===== config.mk =====
export PLATFORM = sky130hd
export DESIGN_NAME = cbus_host
export DESIGN_NICKNAME = d
export VERILOG_FILES = /design/src/rtl/cbus_pkg.sv /design/src/rtl/cbus_crc32.sv /design/src/rtl/cbus_wait_timer.sv /design/src/rtl/cbus_host.sv
export SDC_FILE = /design/constraint.sdc
export NUM_CORES = 1
export LEC_CHECK = 0
export BUFFER_PORTS_ARGS = -buffer_cell sky130_fd_sc_hd__buf_4
export CORE_MARGIN = 2
export CORE_UTILIZATION = 24
export CTS_CLUSTER_DIAMETER = 30
export CTS_CLUSTER_SIZE = 24
export DETAILED_ROUTE_END_ITERATION = 8
export SYNTH_ARGS = -nofsm -noshare
export SYNTH_HDL_FRONTEND = slang
export SYNTH_SLANG_ARGS = --single-unit
export TNS_END_PERCENT = 100

===== constraint.sdc =====
create_clock -name clk -period 9.2 [get_ports clk]
set_input_delay 1.38 -clock clk [delete_from_list [all_inputs] [get_ports clk]]
set_output_delay 1.38 -clock clk [all_outputs]
set_load 0.01 [all_outputs]

===== src/rtl/cbus_pkg.sv =====
package cbus_pkg;

    parameter int CMD_BYTES   = 16;
    parameter int CRC_BYTES   = 4;
    parameter int TURN_CYCLES = 2;
    parameter logic [31:0] CRC_POLY = 32'hEDB88320;

    typedef enum logic [3:0] {
        ST_IDLE,
        ST_SEND_CMD,
        ST_SEND_CRC,
        ST_TURN,
        ST_STATUS,
        ST_BUSY_WAIT,
        ST_READY_2ND,
        ST_RECV_DATA,
        ST_RECV_CRC,
        ST_FINISH
    } state_t;

    typedef enum logic [1:0] {
        DS_OK      = 2'd0,
        DS_CMD_REJ = 2'd1,
        DS_RSP_CRC = 2'd2,
        DS_TIMEOUT = 2'd3
    } done_code_t;

    // One byte of reflected CRC-32, data bit 0 first.
    function automatic logic [31:0] crc32_step(input logic [31:0] crc_in,
                                               input logic [7:0]  data);
        logic [31:0] c;
        c = crc_in;
        for (int i = 0; i < 8; i++) begin
            if (c[0] ^ data[i]) c = (c >> 1) ^ CRC_POLY;
            else                c = c >> 1;
        end
        return c;
    endfunction

endpackage


===== src/rtl/cbus_crc32.sv =====
module cbus_crc32
    import cbus_pkg::*;
(
    input  logic        clk,
    input  logic        rst_n,
    input  logic        clr,
    input  logic        en,
    input  logic [7:0]  data,
    output logic [31:0] crc_final
);

    logic [31:0] crc_q;

    always_ff @(posedge clk or negedge rst_n) begin
        if (!rst_n)   crc_q <= 32'hFFFF_FFFF;
        else if (clr) crc_q <= 32'hFFFF_FFFF;
        else if (en)  crc_q <= crc32_step(crc_q, data);
    end

    assign crc_final = ~crc_q;

endmodule


===== src/rtl/cbus_wait_timer.sv =====
module cbus_wait_timer #(
    parameter int TO_W = 16
) (
    input  logic            clk,
    input  logic            rst_n,
    input  logic            clr,
    input  logic            en,
    input  logic [TO_W-1:0] limit,
    output logic            expire
);

    logic [TO_W-1:0] cnt_q;
    logic [TO_W:0]   cnt_next;

    always_ff @(posedge clk or negedge rst_n) begin
        if (!rst_n)   cnt_q <= '0;
        else if (clr) cnt_q <= '0;
        else if (en)  cnt_q <= cnt_q + 1'b1;
    end

    // This sample is the last one allowed when it brings the count to the limit.
    assign cnt_next = {1'b0, cnt_q} + {{TO_W{1'b0}}, 1'b1};
    assign expire   = (cnt_next >= {1'b0, limit});

endmodule


===== src/rtl/cbus_host.sv =====
module cbus_host
    import cbus_pkg::*;
#(
    parameter int LEN_W = 10,
    parameter int TO_W  = 16
) (
    input  logic             clk,
    input  logic             rst_n,
    input  logic             req_start,
    input  logic [127:0]     req_cmd,
    input  logic [LEN_W-1:0] req_rsp_len,
    input  logic [TO_W-1:0]  busy_timeout,
    output logic             bus_cs_n,
    output logic             bus_clk_en,
    output logic [7:0]       bus_dout,
    output logic             bus_oe,
    input  logic [7:0]       bus_din,
    output logic             rsp_valid,
    output logic [7:0]       rsp_data,
    output logic             done,
    output logic [1:0]       done_status
);

    localparam int CNT_W = (LEN_W > 5) ? LEN_W : 5;
    localparam logic [CNT_W-1:0] CMD_LAST  = CNT_W'(CMD_BYTES - 1);
    localparam logic [CNT_W-1:0] CRC_LAST  = CNT_W'(CRC_BYTES - 1);
    localparam logic [CNT_W-1:0] TURN_LAST = CNT_W'(TURN_CYCLES - 1);

    state_t            state_q, state_d;
    logic [CNT_W-1:0]  idx_q;
    logic [127:0]      cmd_q;
    logic [LEN_W-1:0]  len_q;
    logic [TO_W-1:0]   limit_q;
    done_code_t        status_q, fin_status_d;
    logic              fin_load;
    logic [23:0]       rx_word_q;
    logic              rsp_valid_q;
    logic [7:0]        rsp_data_q;

    logic              start_acc;
    logic [7:0]        cmd_byte;
    logic [31:0]       tx_crc, rx_crc;
    logic              in_wait;
    logic              wait_expire;
    logic [CNT_W-1:0]  len_last;

    assign start_acc = (state_q == ST_IDLE) && req_start;
    assign cmd_byte  = cmd_q[{idx_q[3:0], 3'b000} +: 8];
    assign in_wait   = (state_q == ST_BUSY_WAIT) || (state_q == ST_READY_2ND);
    assign len_last  = CNT_W'(len_q) - CNT_W'(1);

    cbus_crc32 tx_crc_i (
        .clk       (clk),
        .rst_n     (rst_n),
        .clr       (start_acc),
        .en        (state_q == ST_SEND_CMD),
        .data      (cmd_byte),
        .crc_final (tx_crc)
    );

    cbus_crc32 rx_crc_i (
        .clk       (clk),
        .rst_n     (rst_n),
        .clr       (start_acc),
        .en        (state_q == ST_RECV_DATA),
        .data      (bus_din),
        .crc_final (rx_crc)
    );

    cbus_wait_timer #(.TO_W(TO_W)) wait_tmr_i (
        .clk    (clk),
        .rst_n  (rst_n),
        .clr    (!in_wait),
        .en     (in_wait),
        .limit  (limit_q),
        .expire (wait_expire)
    );

    // Next state and completion code.
    always_comb begin
        state_d      = state_q;
        fin_load     = 1'b0;
        fin_status_d = DS_OK;
        unique case (state_q)
            ST_IDLE: begin
                if (req_start) state_d = ST_SEND_CMD;
            end
            ST_SEND_CMD: begin
                if (idx_q == CMD_LAST) state_d = ST_SEND_CRC;
            end
            ST_SEND_CRC: begin
                if (idx_q == CRC_LAST) state_d = ST_TURN;
            end
            ST_TURN: begin
                if (idx_q == TURN_LAST) state_d = ST_STATUS;
            end
            ST_STATUS: begin
                if (bus_din == 8'h00) begin
                    state_d = ST_BUSY_WAIT;
                end else begin
                    state_d      = ST_FINISH;
                    fin_load     = 1'b1;
                    fin_status_d = DS_CMD_REJ;
                end
            end
            ST_BUSY_WAIT: begin
                if (wait_expire) begin
                    state_d      = ST_FINISH;
                    fin_load     = 1'b1;
                    fin_status_d = DS_TIMEOUT;
                end else if (bus_din[0]) begin
                    state_d = ST_READY_2ND;
                end
            end
            ST_READY_2ND: begin
                if (bus_din[0]) begin
                    state_d = (len_q == '0) ? ST_RECV_CRC : ST_RECV_DATA;
                end else if (wait_expire) begin
                    state_d      = ST_FINISH;
                    fin_load     = 1'b1;
                    fin_status_d = DS_TIMEOUT;
                end else begin
                    state_d = ST_BUSY_WAIT;
                end
            end
            ST_RECV_DATA: begin
                if (idx_q == len_last) state_d = ST_RECV_CRC;
            end
            ST_RECV_CRC: begin
                if (idx_q == CRC_LAST) begin
                    state_d      = ST_FINISH;
                    fin_load     = 1'b1;
                    fin_status_d = ({bus_din, rx_word_q} == rx_crc) ? DS_OK : DS_RSP_CRC;
                end
            end
            ST_FINISH: begin
                state_d = ST_IDLE;
            end
            default: begin
                state_d = ST_IDLE;
            end
        endcase
    end

    // State register and per-state byte counter.
    always_ff @(posedge clk or negedge rst_n) begin
        if (!rst_n) begin
            state_q <= ST_IDLE;
            idx_q   <= '0;
        end else begin
            state_q <= state_d;
            if (state_d != state_q) idx_q <= '0;
            else                    idx_q <= idx_q + 1'b1;
        end
    end

    // Request capture, response CRC word and response stream.
    always_ff @(posedge clk or negedge rst_n) begin
        if (!rst_n) begin
            cmd_q       <= '0;
            len_q       <= '0;
            limit_q     <= '0;
            status_q    <= DS_OK;
            rx_word_q   <= '0;
            rsp_valid_q <= 1'b0;
            rsp_data_q  <= '0;
        end else begin
            if (start_acc) begin
                cmd_q   <= req_cmd;
                len_q   <= req_rsp_len;
                limit_q <= busy_timeout;
            end
            if (fin_load) status_q <= fin_status_d;
            if (state_q == ST_RECV_CRC) rx_word_q <= {bus_din, rx_word_q[23:8]};
            rsp_valid_q <= (state_q == ST_RECV_DATA);
            if (state_q == ST_RECV_DATA) rsp_data_q <= bus_din;
        end
    end

    // Outputs.
    always_comb begin
        bus_cs_n    = 1'b1;
        bus_oe      = 1'b0;
        bus_dout    = 8'h00;
        done        = 1'b0;
        done_status = 2'd0;
        unique case (state_q)
            ST_IDLE: begin
                bus_cs_n = 1'b1;
            end
            ST_SEND_CMD: begin
                bus_cs_n = 1'b0;
                bus_oe   = 1'b1;
                bus_dout = cmd_byte;
            end
            ST_SEND_CRC: begin
                bus_cs_n = 1'b0;
                bus_oe   = 1'b1;
                bus_dout = tx_crc[{idx_q[1:0], 3'b000} +: 8];
            end
            ST_TURN, ST_STATUS, ST_BUSY_WAIT, ST_READY_2ND,
            ST_RECV_DATA, ST_RECV_CRC: begin
                bus_cs_n = 1'b0;
            end
            ST_FINISH: begin
                bus_cs_n    = 1'b1;
                done        = 1'b1;
                done_status = status_q;
            end
            default: begin
                bus_cs_n = 1'b1;
            end
        endcase
        bus_clk_en = !bus_cs_n;
    end

    assign rsp_valid = rsp_valid_q;
    assign rsp_data  = rsp_data_q;

endmodule


== Yosys cells after proc, flatten, opt, wreduce, memory -nomap -nowiden ==
Index checks and enable logic that the tools add are counted.
Storage, ports and cells
  output and inout port bits: 23
  register bits after elaboration: 283
Operators by class
  equal/unequal tests: 15
  order comparisons: 1
  shifts and indexed selects: 2
  reductions and logical operators: 9
  mux-type cells: 79
  $add $sub $neg: 4
  bitwise gates (word level): 34
Operators with widths (count)
  $mux 32: 48
  $not 13->14: 16
  $shiftx 128x8->8: 1
  $not 32->32: 2
  $mux 4: 12
  $pmux 4 s9: 1
  $eq 32x32->1: 1
  $shiftx 32x6->8: 1
  $add 16x1->17 const B: 1
  $ge 17x16->1: 1
  $add 16x1->16 const B: 1
  $eq 4x3->1 const B: 4
  $mux 16: 1
  $pmux 8 s2: 1
  $xor 1x1->1: 16
  $add 10x1->10 const B: 1
  $eq 10x1->1 const B: 1
  $eq 10x10->1: 1
  $eq 10x2->1 const B: 1
  $eq 10x4->1 const B: 1
  $logic_not 10->1: 1
  $mux 10: 1
  $mux 2: 5
  $sub 10x1->10 const B: 1
  other kinds (14): 24

== Logic depth before layout (Yosys ltp) ==
Gate-level depths: netlist of the first run.
  depth in word-level cells: 33
  gate-level depth with buffers: 13
  depth with buffers taken out: 13

== By module ==
A second synthesis of the first run with hierarchy kept.
Second synthesis, totals
  cells, all modules: 1294
  area, all modules: 15767.6 µm²
By module, submodules not included
  cbus_host: cells each 709, area an instance 9918.3 µm², instances 1, sequential area each 5079.9 µm²
  cbus_crc32 (tx_crc_i): cells each 209, area an instance 2219.6 µm², instances 1, sequential area each 840.8 µm²
  cbus_crc32 (rx_crc_i): cells each 209, area an instance 2182.1 µm², instances 1, sequential area each 840.8 µm²
  cbus_wait_timer: cells each 167, area an instance 1447.6 µm², instances 1, sequential area each 400.4 µm²

== Worst setup path before layout of the first run ==
OpenSTA, ideal clock, no wires.
  path type: register to output
  from: register idx_q[1]
  to: output bus_dout[1]
  arrival: 2.124 ns
  data required time: 7.820 ns
  stages on the path, launching flop included: 6
  buffers on the path: 3
  path slack: 5.696 ns
  cells stage by stage: dfrtp_1 > buf_2 > buf_2 > buf_1 > mux4_2 > o21ai_0
Between the ends
  word-level cells in the longest chain between the ends: 2
  elaborated cells on any way between the ends: 3
  those cells by class: shift (2); mux (1)
Ends and longest elaborated chain
  from (decl): line cbus_host.sv:30  | logic [CNT_W-1:0] idx_q;
  from (signal assigned): line cbus_host.sv:153  | else idx_q <= idx_q + 1'b1;
  $shiftx 128x8->8 or $shiftx 32x6->8 (tied branches): line cbus_host.sv:48, cbus_host.sv:199
  $pmux 8 s2 *: line cbus_host.sv:187  | unique case (state_q)
  to (decl): line cbus_host.sv:15  | output logic [7:0] bus_dout,
Mark *: on every way between the ends. The rest lies on a longest branch, timed or not.

== Worst setup path in the final report of the first run ==
  from: register idx_q[0]
  to: output bus_dout[0]
The elaborated chain is that of the path after synthesis.

==> results of run 1 <==
==> metal layers <==
| layer | up-vias | wire length, microns | GRT usage, % |
|---|---|---|---|
| met1 | 5586 | 19210 | 17.97 |
| met5 | - | 12 | 0 |
| met4 | 2 | 1048 | 4.946 |
| met3 | 76 | 2733 | 3.071 |
| met2 | 354 | 19730 | 20.78 |
| li1 | 5486 | - | - |
==> placed cells by master, fill, tap and decap left out, types with 5 or more instances in the layout <==
| cell | Yosys | routed |
|---|---|---|
| nand2_1 | 486 | 486 |
| dfrtp_1 | 219 | 217 |
| buf_4 | 1 | 199 |
| xnor2_1 | 134 | 134 |
| clkbuf_16 | 0 | 66 |
| dfstp_2 | 64 | 64 |
| xor2_1 | 57 | 57 |
| nor3_1 | 57 | 56 |
| a21oi_1 | 51 | 51 |
| o21ai_0 | 42 | 41 |
| mux2i_1 | 27 | 27 |
| mux2_2 | 27 | 27 |
| mux4_2 | 26 | 26 |
| inv_1 | 24 | 24 |
| nor2_1 | 25 | 24 |
| ha_1 | 21 | 21 |
| nor2b_1 | 20 | 20 |
| o211ai_1 | 17 | 17 |
| nand3_1 | 17 | 16 |
| nor4_1 | 12 | 12 |
| bufinv_16 | 0 | 12 |
| nand4_1 | 11 | 11 |
| mux4_1 | 11 | 11 |
| xnor2_2 | 11 | 11 |
| clkbuf_1 | 69 | 10 |
| nand2b_1 | 9 | 9 |
| clkbuf_8 | 0 | 8 |
| clkinv_2 | 0 | 7 |
| inv_6 | 0 | 6 |
| and3_1 | 6 | 5 |
| xor2_4 | 5 | 5 |
==> final timing paths <==
| check | from | endpoint | slack, ns |
|---|---|---|---|
| worst max-delay path | idx_q[0] | bus_dout[0] | 4.33 |
| worst min-delay path | cmd_q[14] | cmd_q[14] | 0.46 |
| worst max register to register | wait_tmr_i.cnt_q[0] | idx_q[4] | 5.18 |
| worst min register to register | cmd_q[14] | cmd_q[14] | 0.46 |
| max in group asynchronous | rst_n | cmd_q[99] | 6.23 |
| min in group asynchronous | rst_n | limit_q[15] | 0.83 |
==> per-stage QoR <==
stage,worst slack [ns],hold WS (ns)
floorplan,5.696,0.4373
global placement,4.867,0.4522
detailed placement,4.871,0.4566
CTS,4.255,0.4671
global route,4.156,0.4858
finish,4.331,0.4634
==> cells by family after synthesis <==
logic type / Yosys count / synth area share (%)
xor gates and xnor gates: 209 / 13.41
and+or+nand+nor: 664 / 18.60
muxes: 94 / 9.970
AOI/OAI and AO/OA: 142 / 5.693
DFF: 283 / 47.36
adders and majority gates: 21 / 1.738
buffers and inverters: 108 / 3.227
==> flip-flops by register name (all words and copies together), names as in the netlist <==
name	count
rsp_data	8
rx_word_q	24
tx_crc_i.crc_q	32
limit_q	16
status_q	2
rsp_valid	1
cmd_q	128
len_q	10
idx_q	10
rx_crc_i.crc_q	32
state_q	4
wait_tmr_i.cnt_q	16
==> where the power goes <==
part           leakage [nW]  total (mW)  internal (mW)  switching, mW
registers              3.46        2.34           1.91          0.432
clock network          1.15        2.48           1.73          0.759
logic                  4.28        4.53           2.15           2.38
==> cell type report <==
class / count / area [sq um]
multi-input cells: 1130 / 7497
flip-flops and latches: 283 / 7164
fillers: 6409 / 43030
well taps: 846 / 1059
diodes: 3 / 7.507
repair buffers: 200 / 1509
inverters: 26 / 97.59
clock inverters: 36 / 568.0
clock buffers: 84 / 1799
==> critical path: stages (launching register included) <==
cell and delay (ns):
dfrtp_2 0.63, buf_4 0.64, mux4_1 0.63, mux2_2 0.31, o221ai_4 0.24, o22ai_1 0.24, buf_4 0.22
==> out/metrics.csv, run 1 <==
stage,metric,value,unit
run_status,result of the run,finished clean,
setup_path,Critical Path AT,3.49,ns
clock_network,clk slew on worst S/H paths,0.04,ns
power,Leakage,8.884,nW
floorplanning,Die Y-Extent,255.0,microns
sta,setup clock skew after layout,0.04156,ns
synthesis,Unique masters post-synth,66,
final_layout,layout cell share with drive strength beyond 1,26.04,%
sta,TNS Setup,0,ns
routing,detailed-routing iteration count for the pre-antenna-repair pass,5,
synthesis,mean instance size in the synthesized netlist,9.942,sq um
floorplanning,Die Width,255.0,microns
setup_path,endpoint kind of the worst setup timing path,output pin,
sta,Max Transition Viols Final,0,
clock_network,number of sinks on the clock net,283,
floorplanning,Die Footprint,65030,sq um
clock_network,number of CTS-inserted buffers,66,
floorplanning,starting utilization of the core area,24.10,%
placement,count of buffers inserted at the top-level ports,187,
sta,achievable frequency,0.2054,GHz
clock_network,CTS H-tree depth,3,
clock_network,Max Buffers Root-to-Sink,3,
routing,count of nets left with antenna violations after detail routing,0,
sta,max-slew headroom at the worst pin,23.79,%
floorplanning,area inside the core boundary,62740,sq um
sta,transition time of the tightest slew-check pin,1.133,ns
grt,residual overflow from global routing,0,
sta,count of endpoints failing setup in the final report,0,
synthesis,"EDFF count, synth",0,
setup_path,Worst Reg2Reg Path Length in Cells,13,
routing,Residual DRC,0,
power,overall power of the completed layout,9.348,mW
routing,average routed wire per standard cell,16.39,microns
synthesis,top area cells in the synthesized netlist,"dfrtp_1 (36%), nand2_1 (12%), dfstp_2 (11%)",
clock_network,number of setup buffers added after CTS,0,
grt,first-pass GRT wire length,67580,microns
setup_path,critical path type,reg2out,
synthesis,share of async-settable or async-resettable flops after synthesis,100.0,%
synthesis,Gate Count Post-Synth,1521,
synthesis,Commonest cells post-synth,"nand2_1 (486), dfrtp_1 (219), xnor2_1 (134), clkbuf_1 (69), dfstp_2 (64)",
sta,final hold vios,0,
routing,vias after detailed routing,11500,
routing,vias per std cell,4.411,
hold_path,Hold/Removal Path Class,reg2reg,
sta,min Tclk post-route,4.869,ns
synthesis,combined area of all synthesized cells,15120,sq um
setup_path,Setup crit start kind,flip-flop,
power,P per Cell Area,474.5,nW/um^2
synthesis,total of warnings raised by yosys,0,
final_layout,core utilization of the finished layout,31.40,%
synthesis,most instantiated flip-flop cell in the synthesis netlist,dfrtp_1,
placement,Placed Cells,2485,
synthesis,"FF+latch count, synth",283,
synthesis,library cell occupying the most area in the post-synthesis netlist,dfrtp_1,
grt,largest net degree at the start of global routing,102,
placement,placed cell areas,17330,sq um
final_layout,non-filler instance count after layout,2608,
power,worst ir drop on vdd,346.8,uV
synthesis,sequential share of the synthesized area,47.36,%
grt,antenna violations before repair,3,
synthesis,syn_nets,1707,
clock_network,post-cts hold buffer count,0,
final_layout,area growth from synthesis to layout,30.28,%
final_layout,total non-filler cell area in the finished layout,19700,sq um
sta,unrepaired setup endpoints after global routing,false,
clock_network,TritonCTS clock tree,built,
routing,Total Routed Length,42740,microns
routing,violation count after the first detailed-routing iteration,897,
setup_path,required time worst endpoint,7.82,ns
floorplanning,std cell rows,92,
clock_network,"Clk Latency, worst-skew pair",0.58,ns
job,# Max-Cap Violations,0,
final_layout,# nets final,1893,
clock_network,root buffer cell,clkbuf_16,
clock_network,count of instances resized after the clock tree is built,0,
grt,GR Util All Layers,13.32,%
placement,GPL Wtd Cong,0.8339,
setup_path,largest fanout on the critical path,38,
synthesis,fraction of post-synthesis cell area in the top cell type by area,36.24,%
hold_path,worst hold stages,2,
synthesis,top-count cell post-synth,nand2_1,
floorplanning,top-level port count,188,
sta,final clock period utilization by the worst path,52.92,%
placement,half-perimeter wire length after detailed placement,30020,microns
grt,number of global-route vias before repair,11960,
Power figures use the tool's default switching activity.
==> run 2, diff against run 1 <==
clock period = 4.6 ns   (was 9.2 ns; I/O delays follow)
==> out/metrics.csv, run 2 (same netlist as run 1, synthesis figures left out) <==
stage,metric,value,unit
routing,vias after detailed routing,11740,
power,net switching power figure,7.392,mW
clock_network,TritonCTS clock tree,built,
routing,count of nets left with antenna violations after detail routing,0,
setup_path,Critical Path AT,3.39,ns
grt,number of global-route vias before repair,12500,
power,sequential group share of total power,23.8,%
grt,met3 track utilization from global routing,3.203,%
sta,final critical-path setup slack,0.5179,ns
sta,transition time of the tightest slew-check pin,0.9936,ns
floorplanning,std cell rows,92,
floorplanning,starting utilization of the core area,24.10,%
sta,final clock period utilization by the worst path,88.74,%
clock_network,number of CTS-inserted buffers,78,
final_layout,core utilization of the finished layout,32.33,%
final_layout,"commonest non-fill, non-tap cells in the layout","nand2_1 (486), dfrtp_1 (217), buf_4 (206)",
final_layout,"commonest non-fill, non-tap cell in the layout",nand2_1,
final_layout,area used by multi-input combinational logic,7497,sq um
clock_network,CTS H-tree depth,3,
final_layout,largest reg by FF count,cmd_q,
floorplanning,Die Footprint,65030,sq um
power,Sw Ratio,37.74,%
grt,antenna violations before repair,1,
power,worst ir drop on vdd,839.0,uV
grt,largest net degree at the start of global routing,116,
final_layout,register area,7164,sq um
final_layout,area growth from synthesis to layout,34.14,%
grt,first-pass GRT wire length,69100,microns
final_layout,total non-filler cell area in the finished layout,20280,sq um
setup_path,cell repeated most along the worst path,buf_4,
clock_network,Max Buffers Root-to-Sink,3,
sta,unrepaired setup endpoints after global routing,false,
sta,min Tclk post-route,4.082,ns
floorplanning,Die Width,255.0,microns
setup_path,critical path type,reg2out,
setup_path,kind of cell adding the most delay to the critical path,multiplexers,
hold_path,Hold/Removal Path Class,in2async,
run_status,result of the run,finished clean,
sta,achievable frequency,0.2450,GHz
power,Cell Int Power,12.20,mW
placement,half-perimeter wire length after detailed placement,30250,microns
setup_path,"setup slack, reg-to-reg",0.72,ns
sta,max-slew headroom at the worst pin,33.15,%
power,combinational group share of total power,46.8,%
clock_network,"Clk Latency, worst-skew pair",0.63,ns
sta,Max Transition Viols Final,0,
setup_path,required time worst endpoint,3.91,ns
floorplanning,top-level port count,188,
setup_path,Worst Path Buf+Inv,2,
power,Leakage,9.167,nW
final_layout,final antenna diode count,0,
final_layout,filler cell count in the final layout,6371,
power,P per Cell Area,965.7,nW/um^2
final_layout,largest registers,"cmd_q (128), rx_crc_i.crc_q (32), tx_crc_i.crc_q (32)",
final_layout,layout cell share with drive strength beyond 1,27.01,%
sta,final hold vios,0,
clock_network,count of instances resized after the clock tree is built,0,
setup_path,largest fanout on the critical path,19,
setup_path,Setup crit start kind,flip-flop,
setup_path,worst path cell trace,buf_4 -> mux4_2 -> mux2i_1 -> mux2i_4 -> nand2_1 -> o21ai_0 -> buf_4,
sta,worst hold slack,0.1698,ns
setup_path,master of the slowest instance on the critical path,dfrtp_2,
sta,count of endpoints failing setup in the final report,0,
placement,Placed Cells,2494,
sta,TNS Setup,0,ns
setup_path,CP max stage delay,0.77,ns
clock_network,clk slew on worst S/H paths,0.04,ns
placement,count of buffers inserted at the top-level ports,187,
final_layout,# nets final,1914,
clock_network,root buffer cell,clkbuf_16,
placement,GPL Wtd Cong,0.8408,
power,clock network fraction of total power,29.4,%
grt,global-route layer with the greatest usage,met2,
job,# Max-Cap Violations,0,
sta,setup clock skew after layout,0.05931,ns
final_layout,non-filler instance count after layout,2638,
routing,violation count after the first detailed-routing iteration,752,
floorplanning,Die Y-Extent,255.0,microns
grt,met2 Track Usage GR,22.00,%
routing,detailed-routing iteration count for the pre-antenna-repair pass,5,
routing,average routed wire per standard cell,16.48,microns
clock_network,post-cts hold buffer count,0,
placement,placed cell areas,17420,sq um
placement,"worst slack, placed",0.6742,ns
final_layout,"flip-flop count of the largest register, all copies and words added",128,
clock_network,number of sinks on the clock net,283,
grt,GR Util All Layers,13.65,%
grt,residual overflow from global routing,0,
routing,Total Routed Length,43470,microns
floorplanning,area inside the core boundary,62740,sq um
routing,vias per std cell,4.450,
setup_path,endpoint kind of the worst setup timing path,output pin,
routing,Residual DRC,0,
grt,routing usage on met1,17.80,%
power,overall power of the completed layout,19.59,mW
clock_network,number of setup buffers added after CTS,0,
run 2: area by class of cell:
type / count / share of cell area (%)
timing repair buffer: 209 / 7.895
multi-input combinational: 1130 / 36.96
sequential: 283 / 35.32
clock inverter: 34 / 3.170
tap: 846 / 5.218
clock buffer: 110 / 10.95
inverter: 26 / 0.4811
run 2: worst paths after layout:
kind	startpoint	endpoint	cells after the start
setup / recovery	idx_q[0]	bus_dout[5]	7
hold / removal	rst_n	limit_q[10]	1
setup reg to reg	wait_tmr_i.cnt_q[0]	idx_q[9]	13
hold reg to reg	cmd_q[46]	cmd_q[46]	2
max in group asynchronous	rst_n	cmd_q[26]	2
min in group clk	req_cmd[84]	cmd_q[84]	3
run 2: power groups by stage:
stage               Clock (mW)  Sequential, mW  Combinational [mW]
floorplan                    0            4.34                7.36
global placement             0            4.65                8.99
detailed placement           0            4.70                9.14
CTS                       5.87            4.68                9.25
global route              6.03            4.82                10.0
finish                    5.76            4.67                9.16
run 2: worst reg2reg max path: stages (launching register included):
cell and delay [ns]:
dfrtp_1 0.41, ha_1 0.23, nand4_1 0.15, nor2_1 0.28, nand2_1 0.11, xnor2_1 0.18, ha_1 0.27, a21o_1 0.19
a21o_1 0.17, a21oi_1 0.17, o2111ai_1 0.30, o221ai_1 0.37, mux2i_1 0.75, nor3_1 0.15
run 2: routing by layer:
metal	vias up	part of all wire, %
li1	5531	-
met1	5778	45
met2	345	47
met3	82	5.6
met4	2	2.4
met5	-	0.016
==> run 3, diff against run 2 <==
CTS_BUF_LIST = sky130_fd_sc_hd__clkbuf_8   (was unset)
==> out/metrics.csv, run 3 (same netlist as run 1, synthesis figures left out) <==
stage,metric,value,unit
final_layout,area growth from synthesis to layout,27.78,%
setup_path,endpoint kind of the worst setup timing path,output pin,
clock_network,post-cts hold buffer count,0,
floorplanning,Die Y-Extent,255.0,microns
sta,TNS Setup,0,ns
clock_network,number of sinks on the clock net,283,
final_layout,filler cell count in the final layout,6514,
sta,final clock period utilization by the worst path,89.98,%
placement,placed cell areas,17420,sq um
placement,GPL Wtd Cong,0.8408,
floorplanning,Die Footprint,65030,sq um
power,P per Cell Area,920.6,nW/um^2
routing,vias after detailed routing,11680,
power,worst ir drop on vdd,842.6,uV
routing,average routed wire per standard cell,16.24,microns
setup_path,worst path cell trace,buf_4 -> mux4_2 -> mux2i_1 -> mux2i_4 -> nand2_1 -> o21ai_0 -> buf_4,
setup_path,cell repeated most along the worst path,buf_4,
final_layout,area used by multi-input combinational logic,7497,sq um
grt,GR Util All Layers,13.41,%
final_layout,"commonest non-fill, non-tap cells in the layout","nand2_1 (486), dfrtp_1 (217), buf_4 (206)",
final_layout,largest reg by FF count,cmd_q,
grt,number of global-route vias before repair,12370,
power,Leakage,8.812,nW
sta,count of endpoints failing setup in the final report,0,
setup_path,"setup slack, reg-to-reg",0.69,ns
sta,unrepaired setup endpoints after global routing,false,
clock_network,number of CTS-inserted buffers,78,
clock_network,number of setup buffers added after CTS,0,
final_layout,total non-filler cell area in the finished layout,19320,sq um
sta,final critical-path setup slack,0.4609,ns
run_status,result of the run,finished clean,
sta,Max Transition Viols Final,0,
hold_path,Hold/Removal Path Class,in2async,
setup_path,required time worst endpoint,3.91,ns
floorplanning,Die Width,255.0,microns
routing,Total Routed Length,42830,microns
setup_path,Critical Path AT,3.45,ns
sta,final hold vios,0,
routing,violation count after the first detailed-routing iteration,750,
routing,detailed-routing iteration count for the pre-antenna-repair pass,5,
placement,count of buffers inserted at the top-level ports,187,
final_layout,layout cell share with drive strength beyond 1,27.01,%
clock_network,clk slew on worst S/H paths,0.06,ns
clock_network,TritonCTS clock tree,built,
setup_path,master of the slowest instance on the critical path,dfrtp_2,
grt,residual overflow from global routing,0,
final_layout,final antenna diode count,0,
floorplanning,area inside the core boundary,62740,sq um
final_layout,# nets final,1914,
clock_network,"Clk Latency, worst-skew pair",0.67,ns
final_layout,non-filler instance count after layout,2638,
sta,worst hold slack,0.1440,ns
job,# Max-Cap Violations,0,
floorplanning,std cell rows,92,
final_layout,"commonest non-fill, non-tap cell in the layout",nand2_1,
floorplanning,starting utilization of the core area,24.10,%
routing,count of nets left with antenna violations after detail routing,0,
setup_path,Worst Reg2Reg Path Length in Cells,13,
routing,vias per std cell,4.429,
final_layout,register area,7164,sq um
clock_network,root buffer cell,clkbuf_8,
floorplanning,top-level port count,188,
sta,transition time of the tightest slew-check pin,0.9964,ns
placement,"worst slack, placed",0.6742,ns
routing,Residual DRC,0,
placement,Placed Cells,2494,
grt,antenna violations before repair,1,
final_layout,"flip-flop count of the largest register, all copies and words added",128,
sta,setup clock skew after layout,0.05898,ns
setup_path,CP max stage delay,0.78,ns
setup_path,Setup crit start kind,flip-flop,
placement,half-perimeter wire length after detailed placement,30250,microns
final_layout,largest registers,"cmd_q (128), rx_crc_i.crc_q (32), tx_crc_i.crc_q (32)",
clock_network,Max Buffers Root-to-Sink,3,
sta,achievable frequency,0.2416,GHz
grt,first-pass GRT wire length,67970,microns
setup_path,critical path type,reg2out,
clock_network,count of instances resized after the clock tree is built,0,
sta,max-slew headroom at the worst pin,33.21,%
setup_path,largest fanout on the critical path,19,
sta,min Tclk post-route,4.139,ns
grt,largest net degree at the start of global routing,116,
clock_network,CTS H-tree depth,3,
run 3: cell count changes in the layout (fill, tap and decap cells not counted):
cell / previous run / this run
clkbuf_1: 17 / 0
clkbuf_16: 78 / 0
clkbuf_8: 15 / 93
clkinv_16: 6 / 0
clkinv_8: 0 / 2
inv_1: 24 / 41
inv_12: 0 / 2
inv_16: 1 / 2
inv_8: 0 / 1
run 3: stage by stage:
stage | total power, mW | utilization (%)
2_1_floorplan | 11.71 | -
3_3_place_gp | 13.64 | 27.77
3_5_place_dp | 13.84 | 27.77
4_1_cts | 17.99 | 30.80
5_1_grt | 19.06 | 30.80
6_report | 17.79 | 30.80
run 3: worst paths after layout:
path / startpoint / end
hold / removal: rst_n / rsp_data[0]
min in group clk: req_cmd[38] / cmd_q[38]
hold reg to reg: cmd_q[50] / cmd_q[50]
max in group asynchronous: rst_n / cmd_q[26]
setup reg to reg: wait_tmr_i.cnt_q[0] / idx_q[5]
setup / recovery: idx_q[0] / bus_dout[5]
run 3: area by class of cell:
type / count / area share (%)
clock inverter: 51 / 3.225
inverter: 26 / 0.5051
timing repair buffer: 209 / 8.289
sequential: 283 / 37.08
tap: 846 / 5.478
multi-input combinational: 1130 / 38.80
clock buffer: 93 / 6.624
run 3: worst max-delay path, delay by kind of cell, from the launching register on:
kind                   cells  cell delay [ns]
muxes                      3             1.07
DFF                        1             0.78
buffers and inverters      2             0.63
AOI/OAI and AO/OA          1             0.18
and+or+nand+nor            1             0.10
run 3: layer usage:
metal	vias up	global-route usage [%]	part of all wire [%]
li1	5536	-	-
met1	5701	17.54	45
met2	370	21.53	47
met3	74	3.163	5.6
met4	2	4.979	2.4
met5	-	0	0.016
run 3: power by group:
part           switching [mW]  leakage [nW]  total (mW)  internal (mW)
Clock                    1.41          1.03        3.97           2.56
Sequential              0.852          3.46        4.66           3.81
Combinational            4.83          4.33        9.16           4.33
Total                    7.09          8.81        17.8           10.7
